File: config.mk
export PLATFORM = sky130hd
export DESIGN_NAME = rr_tlb
export DESIGN_NICKNAME = d
export VERILOG_FILES = /design/src/rtl/tlb_pkg.sv /design/src/rtl/tlb_slot.sv /design/src/rtl/tlb_rr_ptr.sv /design/src/rtl/tlb_pick.sv /design/src/rtl/rr_tlb.sv
export SDC_FILE = /design/constraint.sdc
export NUM_CORES = 1
export LEC_CHECK = 0
export BUFFER_PORTS_ARGS = -buffer_cell sky130_fd_sc_hd__buf_2
export CORE_ASPECT_RATIO = 1.25
export CORE_UTILIZATION = 60
export DETAILED_ROUTE_END_ITERATION = 10
export PLACE_DENSITY = 0.77
export SYNTH_ARGS = -nofsm -noshare
export SYNTH_HDL_FRONTEND = slang
export SYNTH_SLANG_ARGS = --single-unit
File: constraint.sdc
create_clock -name clk -period 4.6 [get_ports clk]
set_input_delay 0.92 -clock clk [delete_from_list [all_inputs] [get_ports clk]]
set_output_delay 0.92 -clock clk [all_outputs]
set_load 0.01 [all_outputs]
File: src/rtl/tlb_pkg.sv
// Package tlb_pkg
// Shared granularity encoding and the per-granularity page mask.
// Assumes 32-bit virtual and physical addresses.
package tlb_pkg;

    localparam int ADDR_W    = 32;
    localparam int SMALL_LSB = 12;
    localparam int LARGE_LSB = 16;
    localparam int SECT_LSB  = 20;

    typedef enum logic [1:0] {
        MAP_NONE    = 2'd0,
        MAP_SMALL   = 2'd1,
        MAP_LARGE   = 2'd2,
        MAP_SECTION = 2'd3
    } tlb_map_e;

    // Mask that keeps only the page-base bits for a granularity code
    function automatic logic [ADDR_W-1:0] map_mask(input tlb_map_e m);
        logic [ADDR_W-1:0] ones;
        ones = '1;
        case (m)
            MAP_SMALL:   map_mask = ones << SMALL_LSB;
            MAP_LARGE:   map_mask = ones << LARGE_LSB;
            MAP_SECTION: map_mask = ones << SECT_LSB;
            default:     map_mask = '0;
        endcase
    endfunction

endpackage

File: src/rtl/tlb_slot.sv
// Module tlb_slot
// One translation slot: it stores a masked virtual base, physical base,
// permission bits, domain and granularity code. It reports whether the
// lookup address and the invalidate address fall inside its region.
// Assumes write data arrive already masked. A write wins over a clear
// in the same cycle.
module tlb_slot
    import tlb_pkg::*;
#(
    parameter int PERM_W = 8,
    parameter int DOM_W  = 4
) (
    input  logic              clk,
    input  logic              rst_n,
    input  logic              wr_en,
    input  logic [ADDR_W-1:0] wr_vbase,
    input  logic [ADDR_W-1:0] wr_pbase,
    input  logic [PERM_W-1:0] wr_perm,
    input  logic [DOM_W-1:0]  wr_dom,
    input  tlb_map_e          wr_map,
    input  logic              clr,
    input  logic [ADDR_W-1:0] lk_vaddr,
    input  logic [ADDR_W-1:0] inv_vaddr,
    output logic              lk_match,
    output logic              inv_match,
    output logic [ADDR_W-1:0] rd_pbase,
    output logic [PERM_W-1:0] rd_perm,
    output logic [DOM_W-1:0]  rd_dom,
    output tlb_map_e          rd_map
);

    logic [ADDR_W-1:0] vbase_q;
    logic [ADDR_W-1:0] pbase_q;
    logic [PERM_W-1:0] perm_q;
    logic [DOM_W-1:0]  dom_q;
    tlb_map_e          map_q;
    logic [ADDR_W-1:0] own_mask;

    // Store a new translation, or drop validity on a clear
    always_ff @(posedge clk) begin
        if (!rst_n) begin
            vbase_q <= '0;
            pbase_q <= '0;
            perm_q  <= '0;
            dom_q   <= '0;
            map_q   <= MAP_NONE;
        end else if (wr_en) begin
            vbase_q <= wr_vbase;
            pbase_q <= wr_pbase;
            perm_q  <= wr_perm;
            dom_q   <= wr_dom;
            map_q   <= wr_map;
        end else if (clr) begin
            map_q   <= MAP_NONE;
        end
    end

    // Region compare under this slot's own granularity mask
    always_comb begin
        own_mask  = map_mask(map_q);
        lk_match  = (map_q != MAP_NONE) && ((lk_vaddr & own_mask) == vbase_q);
        inv_match = (map_q != MAP_NONE) && ((inv_vaddr & own_mask) == vbase_q);
    end

    // Expose stored fields for the hit selector
    always_comb begin
        rd_pbase = pbase_q;
        rd_perm  = perm_q;
        rd_dom   = dom_q;
        rd_map   = map_q;
    end

endmodule

File: src/rtl/tlb_rr_ptr.sv
// Module tlb_rr_ptr
// Round-robin victim pointer that advances by one per accepted fill and
// wraps at ENTRIES-1. Assumes ENTRIES >= 2.
module tlb_rr_ptr #(
    parameter int ENTRIES = 8,
    localparam int IDX_W  = $clog2(ENTRIES)
) (
    input  logic             clk,
    input  logic             rst_n,
    input  logic             advance,
    output logic [IDX_W-1:0] idx
);

    localparam logic [IDX_W-1:0] LAST = IDX_W'(ENTRIES - 1);

    // Step the pointer modulo ENTRIES
    always_ff @(posedge clk) begin
        if (!rst_n)
            idx <= '0;
        else if (advance)
            idx <= (idx == LAST) ? '0 : idx + 1'b1;
    end

endmodule

File: src/rtl/tlb_pick.sv
// Module tlb_pick
// Selects the lowest-index matching slot and drives the lookup outputs.
// All outputs are zero when no slot matches.
module tlb_pick
    import tlb_pkg::*;
#(
    parameter int ENTRIES = 8,
    parameter int PERM_W  = 8,
    parameter int DOM_W   = 4
) (
    input  logic [ENTRIES-1:0]             match,
    input  logic [ENTRIES-1:0][ADDR_W-1:0] pbase,
    input  logic [ENTRIES-1:0][PERM_W-1:0] perm,
    input  logic [ENTRIES-1:0][DOM_W-1:0]  dom,
    input  logic [ENTRIES-1:0][1:0]        map,
    output logic                           hit,
    output logic [ADDR_W-1:0]              o_pbase,
    output logic [PERM_W-1:0]              o_perm,
    output logic [DOM_W-1:0]               o_dom,
    output logic [1:0]                     o_map
);

    // Scan from the top so that the lowest matching index wins
    always_comb begin
        hit     = |match;
        o_pbase = '0;
        o_perm  = '0;
        o_dom   = '0;
        o_map   = '0;
        for (int i = ENTRIES - 1; i >= 0; i--) begin
            if (match[i]) begin
                o_pbase = pbase[i];
                o_perm  = perm[i];
                o_dom   = dom[i];
                o_map   = map[i];
            end
        end
    end

endmodule

File: src/rtl/rr_tlb.sv
// Module rr_tlb
// Fully associative translation cache with mixed granularities.
// - Lookup is combinational.
// - Fill and invalidate act at the clock edge.
// - Victims are chosen by one round-robin pointer.
// - inv_all overrides a fill in the same cycle.
// - An address invalidate acts before a fill in the same cycle.
module rr_tlb
    import tlb_pkg::*;
#(
    parameter int ENTRIES = 8,
    parameter int PERM_W  = 8,
    parameter int DOM_W   = 4
) (
    input  logic              clk,
    input  logic              rst_n,
    input  logic [31:0]       lk_vaddr,
    output logic              lk_hit,
    output logic [31:0]       lk_paddr,
    output logic [PERM_W-1:0] lk_perm,
    output logic [DOM_W-1:0]  lk_domain,
    output logic [1:0]        lk_map,
    input  logic              fill_en,
    input  logic [31:0]       fill_vaddr,
    input  logic [31:0]       fill_paddr,
    input  logic [PERM_W-1:0] fill_perm,
    input  logic [DOM_W-1:0]  fill_domain,
    input  logic [1:0]        fill_map,
    input  logic              inv_all,
    input  logic              inv_addr_en,
    input  logic [31:0]       inv_vaddr
);

    localparam int IDX_W = $clog2(ENTRIES);

    logic                           fill_go;
    tlb_map_e                       fill_code;
    logic [ADDR_W-1:0]              fill_vbase;
    logic [ADDR_W-1:0]              fill_pbase;
    logic [IDX_W-1:0]               victim;
    logic [ENTRIES-1:0]             lk_match;
    logic [ENTRIES-1:0]             inv_match;
    logic [ENTRIES-1:0][ADDR_W-1:0] s_pbase;
    logic [ENTRIES-1:0][PERM_W-1:0] s_perm;
    logic [ENTRIES-1:0][DOM_W-1:0]  s_dom;
    logic [ENTRIES-1:0][1:0]        s_map;

    // Accept a fill unless a full invalidate claims the cycle; mask its addresses
    always_comb begin
        fill_go    = fill_en && !inv_all;
        fill_code  = tlb_map_e'(fill_map);
        fill_vbase = fill_vaddr & map_mask(fill_code);
        fill_pbase = fill_paddr & map_mask(fill_code);
    end

    tlb_rr_ptr #(.ENTRIES(ENTRIES)) u_ptr (
        .clk     (clk),
        .rst_n   (rst_n),
        .advance (fill_go),
        .idx     (victim)
    );

    for (genvar g = 0; g < ENTRIES; g++) begin : g_slot
        logic     wr_here;
        logic     clr_here;
        tlb_map_e rd_map_e;

        // Route the fill to the victim slot and decode the clears
        always_comb begin
            wr_here  = fill_go && (victim == IDX_W'(g));
            clr_here = inv_all || (inv_addr_en && inv_match[g]);
        end

        tlb_slot #(.PERM_W(PERM_W), .DOM_W(DOM_W)) u_slot (
            .clk       (clk),
            .rst_n     (rst_n),
            .wr_en     (wr_here),
            .wr_vbase  (fill_vbase),
            .wr_pbase  (fill_pbase),
            .wr_perm   (fill_perm),
            .wr_dom    (fill_domain),
            .wr_map    (fill_code),
            .clr       (clr_here),
            .lk_vaddr  (lk_vaddr),
            .inv_vaddr (inv_vaddr),
            .lk_match  (lk_match[g]),
            .inv_match (inv_match[g]),
            .rd_pbase  (s_pbase[g]),
            .rd_perm   (s_perm[g]),
            .rd_dom    (s_dom[g]),
            .rd_map    (rd_map_e)
        );

        // Flatten the enum for the selector
        always_comb s_map[g] = rd_map_e;
    end

    tlb_pick #(.ENTRIES(ENTRIES), .PERM_W(PERM_W), .DOM_W(DOM_W)) u_pick (
        .match   (lk_match),
        .pbase   (s_pbase),
        .perm    (s_perm),
        .dom     (s_dom),
        .map     (s_map),
        .hit     (lk_hit),
        .o_pbase (lk_paddr),
        .o_perm  (lk_perm),
        .o_dom   (lk_domain),
        .o_map   (lk_map)
    );

endmodule

Word level (Yosys, flattened, before mapping)
Cells that the tools add are included.
- add/subtract/negate cells: 1
- equal/unequal tests: 50
- mux-type cells: 58
- bitwise operators: 18
- reduce and logical (&&, ||, !) cells: 60
- operators by type and width (operator ; number):
    one-hot mux 32 bit (3 select lines) ; 9
    bitwise AND 32 bit ; 18
    == test 32 bit ; 16
    two-way mux 32 bit ; 8
    two-way mux 8 bit ; 8
    two-way mux 2 bit ; 24
    == test 2 bit (second input constant) ; 18
    logical AND 1 bit ; 33
    two-way mux 4 bit ; 8
    nonzero test 2 bit ; 16
    == test 2 x 1 -> 1 bit (second input constant) ; 9
    == test 3 bit (second input constant) ; 4
    logical OR 1 bit ; 8
    OR reduction 8 bit ; 1
    == test 3 x 2 -> 1 bit (second input constant) ; 2
    adder 3 x 1 -> 3 bit (second input constant) ; 1
    == test 3 x 1 -> 1 bit (second input constant) ; 1
    zero test 3 bit ; 1
    two-way mux 3 bit ; 1
    zero test 1 bit ; 1
- flip-flop bits (word level): 627
- output and inout bits: 47
- word-level logic and storage cells: 228

Logic depth before layout (Yosys ltp)
Gate-level depths: netlist of the first run.
- depth after elaboration: 13
- mapped depth: 14
- depth with buffers taken out: 10

Cells and area by module
A second synthesis of the first run with hierarchy kept.
- cell total of the unflattened synthesis: 3632
- area, all modules: 34040.1 um^2
- by module, submodules not included (module ; instances ; cells an instance ; area an instance (um^2) ; sequential area each (um^2)):
    tlb_slot ; 8 ; 394 ; 3848.7 ; 1561.5
    tlb_pick ; 1 ; 396 ; 2643.8 ; 0.0
    rr_tlb ; 1 ; 71 ; 459.2 ; 0.0
    tlb_rr_ptr ; 1 ; 13 ; 147.6 ; 60.1

Least setup slack after synthesis of the first run
OpenSTA, ideal clock, no wires.
- path kind: input to output
- start point: in lk_vaddr[14]
- end point: out lk_domain[1]
- data arrival time: 3.385 ns
- required time: 3.680 ns
- path slack: 0.295 ns
- stages: 12
- cells stage by stage: clkbuf_1 > buf_2 > xnor2_1 > a32o_1 > a22oi_1 > nor4_1 > and2_1 > buf_2 > clkbuf_1 > nand3_1 > and4_4 > a21oi_2
- word-level cells in the longest chain between the ends: 11
- elaborated cells between the ends (all ways): 32
- RTL lines (what ; line ; source):
    from (decl) ; rr_tlb.sv:17 ; input logic [31:0] lk_vaddr,
    bitwise AND 32 bit ; tlb_slot.sv:61 ; lk_match = (map_q != MAP_NONE) && ((lk_vaddr & own_mask) == vbase_q);
    == test 32 bit ; tlb_slot.sv:61 ;
    logical AND 1 bit ; tlb_slot.sv:61 ;
    two-way mux 4 bit (7 in series) ; tlb_pick.sv:31 ; if (match[i]) begin
    two-way mux 4 bit (*) ; tlb_pick.sv:31 ;
    to (decl) ; rr_tlb.sv:21 ; output logic [DOM_W-1:0] lk_domain,
Every way passes the cells marked *; elsewhere a longest branch is shown, timed or not.

Worst setup path in the final report of the first run
- start point: in lk_vaddr[27]
- end point: out lk_paddr[18]
- word-level cells in the longest chain between the ends: 11
- elaborated cells between the ends (all ways): 32
- RTL lines (what ; line ; source):
    bitwise AND 32 bit ; tlb_slot.sv:61 ;
    == test 32 bit ; tlb_slot.sv:61 ;
    logical AND 1 bit ; tlb_slot.sv:61 ;
    two-way mux 32 bit (7 in series) ; tlb_pick.sv:31 ;
    two-way mux 32 bit (*) ; tlb_pick.sv:31 ;
    to (decl) ; rr_tlb.sv:19 ; output logic [31:0] lk_paddr,
Marks and branches as above.

==> results of run 1 <==
## synth_stat cells, drive strengths merged, types with 15 or more instances
master  instances
a21boi        417
a21oi          53
a221oi         34
a22oi          47
a31oi          22
and2           22
and4           35
buf            96
clkbuf        238
dfxtp         435
ha             24
inv            48
nand2         966
nand2b         15
nand3          70
nand4          34
nor2          124
nor2b          67
nor4           18
nor4bb         32
o21ai          84
o22ai          52
or3            33
xnor2         104
xor2           94
## worst register-to-register path: cells and delay by family, from the launching register on
kind / cells / cell delay, ns
buffers and inverters: 1 / 0.16
AOI/OAI and AO/OA: 3 / 1.17
and+or+nand+nor: 4 / 1.01
DFF: 1 / 0.40
adders and majority gates: 1 / 0.36
## through the flow
stage,setup TNS [ns],cells,hold slack (ns)
after detailed placement,-2.64,3814,0.456
final,-0.696,3911,0.464
after floorplan,0,3333,0.438
after CTS,-0.483,3906,0.465
after global placement,-1.28,3814,0.448
after global routing,-2.32,3911,0.481
## power by group through the flow
stage	sequential, mW	combinational [mW]	clock [mW]
after floorplan	3.90	0.468	0
after global placement	3.91	0.701	0
after detailed placement	3.91	0.716	0
after CTS	3.83	0.724	3.89
after global routing	3.83	0.789	4.04
final	3.83	0.759	3.87
## cells by family after synthesis
group,count (synthesis)
AOI/OAI and AO/OA,812
and+or+nand+nor,1469
adders and majority gates,24
buffers and inverters,383
DFF,435
xor gates and xnor gates,198
other,1
## how the worst max path moves through the flow
stage                          startpoint      endpoint  slack, ns  depth (start not counted)
6_report                     lk_vaddr[27]  lk_paddr[18]      -0.10                         12
5_1_grt                      lk_vaddr[24]  lk_paddr[29]      -0.14                         12
4_1_cts        g_slot[7].u_slot.rd_map[1]  lk_paddr[29]      -0.07                         14
3_5_place_dp                 lk_vaddr[27]  lk_domain[3]      -0.16                         13
3_3_place_gp                 lk_vaddr[27]  lk_paddr[29]      -0.12                         11
2_1_floorplan                lk_vaddr[14]  lk_domain[1]       0.29                         12
## area by class of cell
class,instances,area (sq um)
Antenna cell,1,2.50
Clock buffer,66,1330
Clock inverter,16,234
Fill cell,3432,12700
Inverter,49,191
Multi-Input combinational cell,2515,15200
Sequential cell,435,8720
Tap cell,552,691
Timing Repair Buffer,277,2150
## flip-flops by register name (all words and copies together) (netlist names)
| register | flops |
|---|---|
| u_ptr.idx | 3 |
| g_slot.u_slot.rd_pbase | 160 |
| g_slot.u_slot.vbase_q | 160 |
| g_slot.u_slot.rd_perm | 64 |
| g_slot.u_slot.rd_dom | 32 |
| g_slot.u_slot.rd_map | 16 |
## what timing repair did
| item | 4_1_cts | 5_1_grt |
|---|---|---|
| gates cloned | 2 | 0 |
| hold endpoints to repair | 0 | 0 |
| resized for setup | 40 | 56 |
| setup endpoints to repair | 35 | 34 |
| pin swaps | 18 | 27 |
| buffers inserted | 8 | 5 |
## layer usage
layer	wire length [microns]	global-route usage	share of wire	vias to the layer above
met3	8250	0.0754	0.090	463
met1	32900	0.482	0.36	11700
met5	0	0	0	-
li1	-	-	-	11300
met4	8110	0.361	0.088	0
met2	42900	0.693	0.47	1442
==> flow_summary.yaml, run 1 <==
floorplan:
  ios: 194
  dieHeight_microns: 231
  rows: 83
  dieArea_sq_mm: 0.0427
  core_area_sq_mm: 0.0412
  die_w_microns: 185
  start_util: 0.610
min_path:
  min_to: "g_slot[7].u_slot.rd_pbase[26]"
  hold_path_class: "register to register"
  hp-start: "g_slot[7].u_slot.rd_pbase[26]"
  min_path_cells: 2
logic_synthesis:
  synth-edff-count: 0
  synthSimpleGateAreaFrac: 0.267
  synth_compound_area_frac: 0.238
  synth.area.top_cells: "dfxtp_1 (35%), nand2_1 (14%), a21boi_0 (12%)"
  yosys.area.top_type: "dfxtp_1"
  syn_inst: 3322
  synthArstFlopShare: 0
  synth_fa_ha_area_frac: 0.0119
  synth_area_sq_mm: 0.0251
  ys_dominant_reg_cell: "dfxtp_1"
  syn_avg_cell_area_sq_um: 7.57
  ys_seq_area_frac: 0.346
  ys_types: 70
  synth.ff_latch_count: 435
  synth-xor-area-share: 0.0690
  synth_mux_area_frac: 0
  yosys_warnings: 0
  synth_top_family_by_area: "simple AND/OR/NAND/NOR gates"
  synth_top_cell_area_share: 0.346
timing:
  period_needed_ns: 4.70
  rsz0062_at_grt: "yes"
  skew_ns: 0.0165
  setup_viol: 18
  maxSlewHeadroom: 0.310
  fin_crit_sh: 1.02
  worst_slack_ns: -0.102
  finalMaxSlewViolations: 0
  finalHoldViolCount: 0
  fmax_mhz: 213
  worst_pin_slew_ns: 1.03
status:
  status: "complete, but fails checks"
  violations: "negative setup slack"
clocking:
  cts_buffers: 45
  cts_tree: "done"
  clk_pin_slew_worst_paths_ns: 0.06
  htreeDepth: 2
  root_buffer: "clkbuf_16"
  ctsHoldBuffers: 0
  cts_sinks: 435
  clock_path_buffers: 3
  insertion_delay_ns: 0.59
worst_setup_path:
  max_stage_delay_ns: 0.59
  path_buf_inv: 4
  path_class: "input port to output port"
  rr_worst_depth: 9
  cp.arrival_ns: 3.78
  worstPathRequired_ns: 3.68
  path_cells: "clkbuf_4 > xor2_1 > nor4_1 > nand3_1 > or4_4 > nor3_4 > buf_6 > buf_12 > a221oi_2 > or3_1 > a21oi_2 > buf_2"
  end_kind: "output port"
  timing.rr.start: "g_slot[2].u_slot.rd_map[1]"
  r2r_slack_ns: 1.40
  cp-start-kind: "input port"
  cpLargestDelayFamily: "simple AND/OR/NAND/NOR gates"
  crit_fanout: 6
  reg2reg_to: "g_slot[2].u_slot.rd_map[1]"
  crit_slowest_cell: "or4_4"
route:
  drc: 0
  drt-pass1-iter-count: 6
  wire_per_inst_microns: 23.5
  postRouteAntennaNets: 0
  via_count: 24900
  wirelength_mm: 92.1
  vias_per_cell: 6.37
  drtIter0Drc: 2541
run:
  maxCapViolCount: 0
grt:
  antenna_found_initial: 1
  grt_pass1_wl_mm: 138
  track_usage: 0.426
  gr-total-overflow: 0
  grt_max_degree: 149
  grt_pass1_vias: 24100
placement:
  io_buffers: 133
  finalWeightedCongestion: 0.990
  hpwlAfterDp_mm: 60.4
  pre_cts_ws_ns: -0.155
  postPlaceCellArea_sq_mm: 0.0264
power_and_ir_drop:
  total_power_mw: 8.46
  seq_power_share: 0.453
  p_leak_nw: 9.87
  p_int_mw: 6.30
  power_frac_clock: 0.458
  power_density_mw_per_mm2: 297
  power_frac_comb: 0.090
  ir_worst_vdd_mv: 0.337
  swShare: 0.256
  p_switching_mw: 2.16
final_layout:
  mostFrequentLayoutCell: "nand2_1"
  drive_gt1_frac: 0.150
  final_cell_mix: "nand2_1 (961), dfxtp_1 (430), a21boi_0 (417)"
  post-route-util: 0.691
  stdcell_area_sq_mm: 0.0285
  syn_to_final_growth_pct: 13.3
  layout.nets: 3494
Note: power is estimated with default switching activity, not from simulation.
==> run 2, diff against run 1 <==
==> constraint.sdc (replaced) <==
create_clock -name clk -period 4.6 [get_ports clk]
set_input_delay 0.46 -clock clk [delete_from_list [all_inputs] [get_ports clk]]
set_output_delay 0.46 -clock clk [all_outputs]
set_load 0.01 [all_outputs]
==> flow_summary.yaml, run 2 (synthesis gave the netlist of run 1 again) <==
clocking:
  root_buffer: "clkbuf_16"
  clock_path_buffers: 3
  clk_pin_slew_worst_paths_ns: 0.06
  cts_buffers: 45
  cts_sinks: 435
  cts_setup_buffers: 0
  htreeDepth: 2
  insertion_delay_ns: 0.58
  cts_resized: 5
  cts_tree: "done"
  ctsHoldBuffers: 0
worst_setup_path:
  cp-start-kind: "register"
  reg2reg_to: "g_slot[6].u_slot.rd_map[0]"
  crit_fanout: 19
  timing.rr.start: "g_slot[6].u_slot.rd_map[0]"
  cp.arrival_ns: 4.07
  r2r_slack_ns: 1.33
  path_class: "register to output port"
  worstPathRequired_ns: 4.14
  rr_worst_depth: 9
  end_kind: "output port"
floorplan:
  rows: 83
  ios: 194
  core_area_sq_mm: 0.0412
  dieArea_sq_mm: 0.0427
  dieHeight_microns: 231
  start_util: 0.610
  die_w_microns: 185
timing:
  final.setup.tns_ns: 0
  rsz0062_at_grt: "no"
  setup_viol: 0
  maxSlewHeadroom: 0.129
  fin_crit_sh: 0.984
  fmax_mhz: 221
  skew_ns: 0.0214
  finalMaxSlewViolations: 0
  finalHoldViolCount: 0
  worst_pin_slew_ns: 1.30
  worst_slack_ns: 0.0726
  period_needed_ns: 4.53
final_layout:
  mostFrequentLayoutCell: "nand2_1"
  seq_area_sq_mm: 0.00871
  syn_to_final_growth_pct: 8.39
  stdcell_area_sq_mm: 0.0272
  final_cell_mix: "nand2_1 (962), dfxtp_1 (435), a21boi_0 (417)"
  drive_gt1_frac: 0.116
  layout.nets: 3415
  fill_cells: 3644
  multi_input_area_sq_mm: 0.0149
min_path:
  min_path_cells: 3
  hold_path_class: "input port to register"
  min_to: "g_slot[7].u_slot.rd_perm[3]"
  hp-start: "fill_perm[3]"
route:
  vias_per_cell: 6.37
  wirelength_mm: 90.9
  postRouteAntennaNets: 0
  via_count: 24400
  drt-pass1-iter-count: 6
  drc: 0
  drtIter0Drc: 2469
  wire_per_inst_microns: 23.7
placement:
  io_buffers: 133
  hpwlAfterDp_mm: 59.9
  postPlaceCellArea_sq_mm: 0.0257
  pre_cts_ws_ns: 0.468
  finalWeightedCongestion: 1.05
grt:
  antenna_found_initial: 3
  grt_max_degree: 191
  grt_pass1_vias: 23000
  track_usage: 0.421
  grt_pass1_wl_mm: 136
  gr-total-overflow: 0
status:
  status: "finished, final reports clean"
power_and_ir_drop:
  ir_worst_vdd_mv: 0.345
  power_density_mw_per_mm2: 306
  p_leak_nw: 9.29
run:
  maxCapViolCount: 0
[run 2: worst max-delay path: stages, from the launching register on]
cell and delay, ns:
dfxtp_1 0.44, inv_1 0.08, ha_1 0.29, buf_4 0.22, a2111oi_1 0.41, nand3_1 0.24, or4_4 0.53, a211oi_4 0.28
buf_6 0.26, nand2_1 0.09, and4_4 0.19, a21oi_2 0.25, buf_2 0.19
[run 2: layout make-up]
cell class,count,share of cell area
multi-input combinational,2515,0.546
sequential,435,0.320
clock buffer,63,0.0482
timing repair buffer,198,0.0457
tap,552,0.0253
clock inverter,17,0.00785
inverter,49,0.00675
antenna,1,0.0000918
[run 2: power breakdown]
part / total (mW) / switching (mW) / leakage, nW / internal (mW)
Combinational: 0.702 / 0.478 / 5.05 / 0.224
Sequential: 3.83 / 0.0332 / 3.51 / 3.80
Clock: 3.81 / 1.64 / 0.741 / 2.17
Total: 8.35 / 2.15 / 9.29 / 6.20
[run 2: per-stage QoR]
| step | hold WS, ns | power (mW) | utilization | cells |
|---|---|---|---|---|
| floorplan | 0.438 | 4.37 | - | 3333 |
| global placement | 0.447 | 4.57 | 0.623 | 3749 |
| detailed placement | 0.457 | 4.59 | 0.623 | 3749 |
| CTS | 0.188 | 8.33 | 0.660 | 3829 |
| global route | 0.215 | 8.54 | 0.661 | 3830 |
| finish | 0.198 | 8.35 | 0.661 | 3830 |
[run 2: worst max-delay path by stage]
stage / from / end / slack [ns] / cells after the start
after detailed placement: lk_vaddr[18] / lk_paddr[23] / 0.47 / 11
after CTS: g_slot[7].u_slot.rd_map[1] / lk_paddr[20] / 0.006 / 12
after floorplan: lk_vaddr[14] / lk_domain[1] / 1.21 / 12
after global routing: g_slot[2].u_slot.rd_map[0] / lk_paddr[23] / 0.003 / 12
final: g_slot[4].u_slot.rd_map[0] / lk_paddr[23] / 0.07 / 12
after global placement: lk_vaddr[26] / lk_paddr[23] / 0.47 / 11
[run 2: layer usage]
| metal | global-route usage | up-vias | routed length [microns] |
|---|---|---|---|
| met5 | 0 | - | 36 |
| li1 | - | 11100 | - |
| met3 | 0.0592 | 377 | 7890 |
| met2 | 0.679 | 1379 | 41900 |
| met4 | 0.331 | 4 | 7730 |
| met1 | 0.500 | 11600 | 33400 |
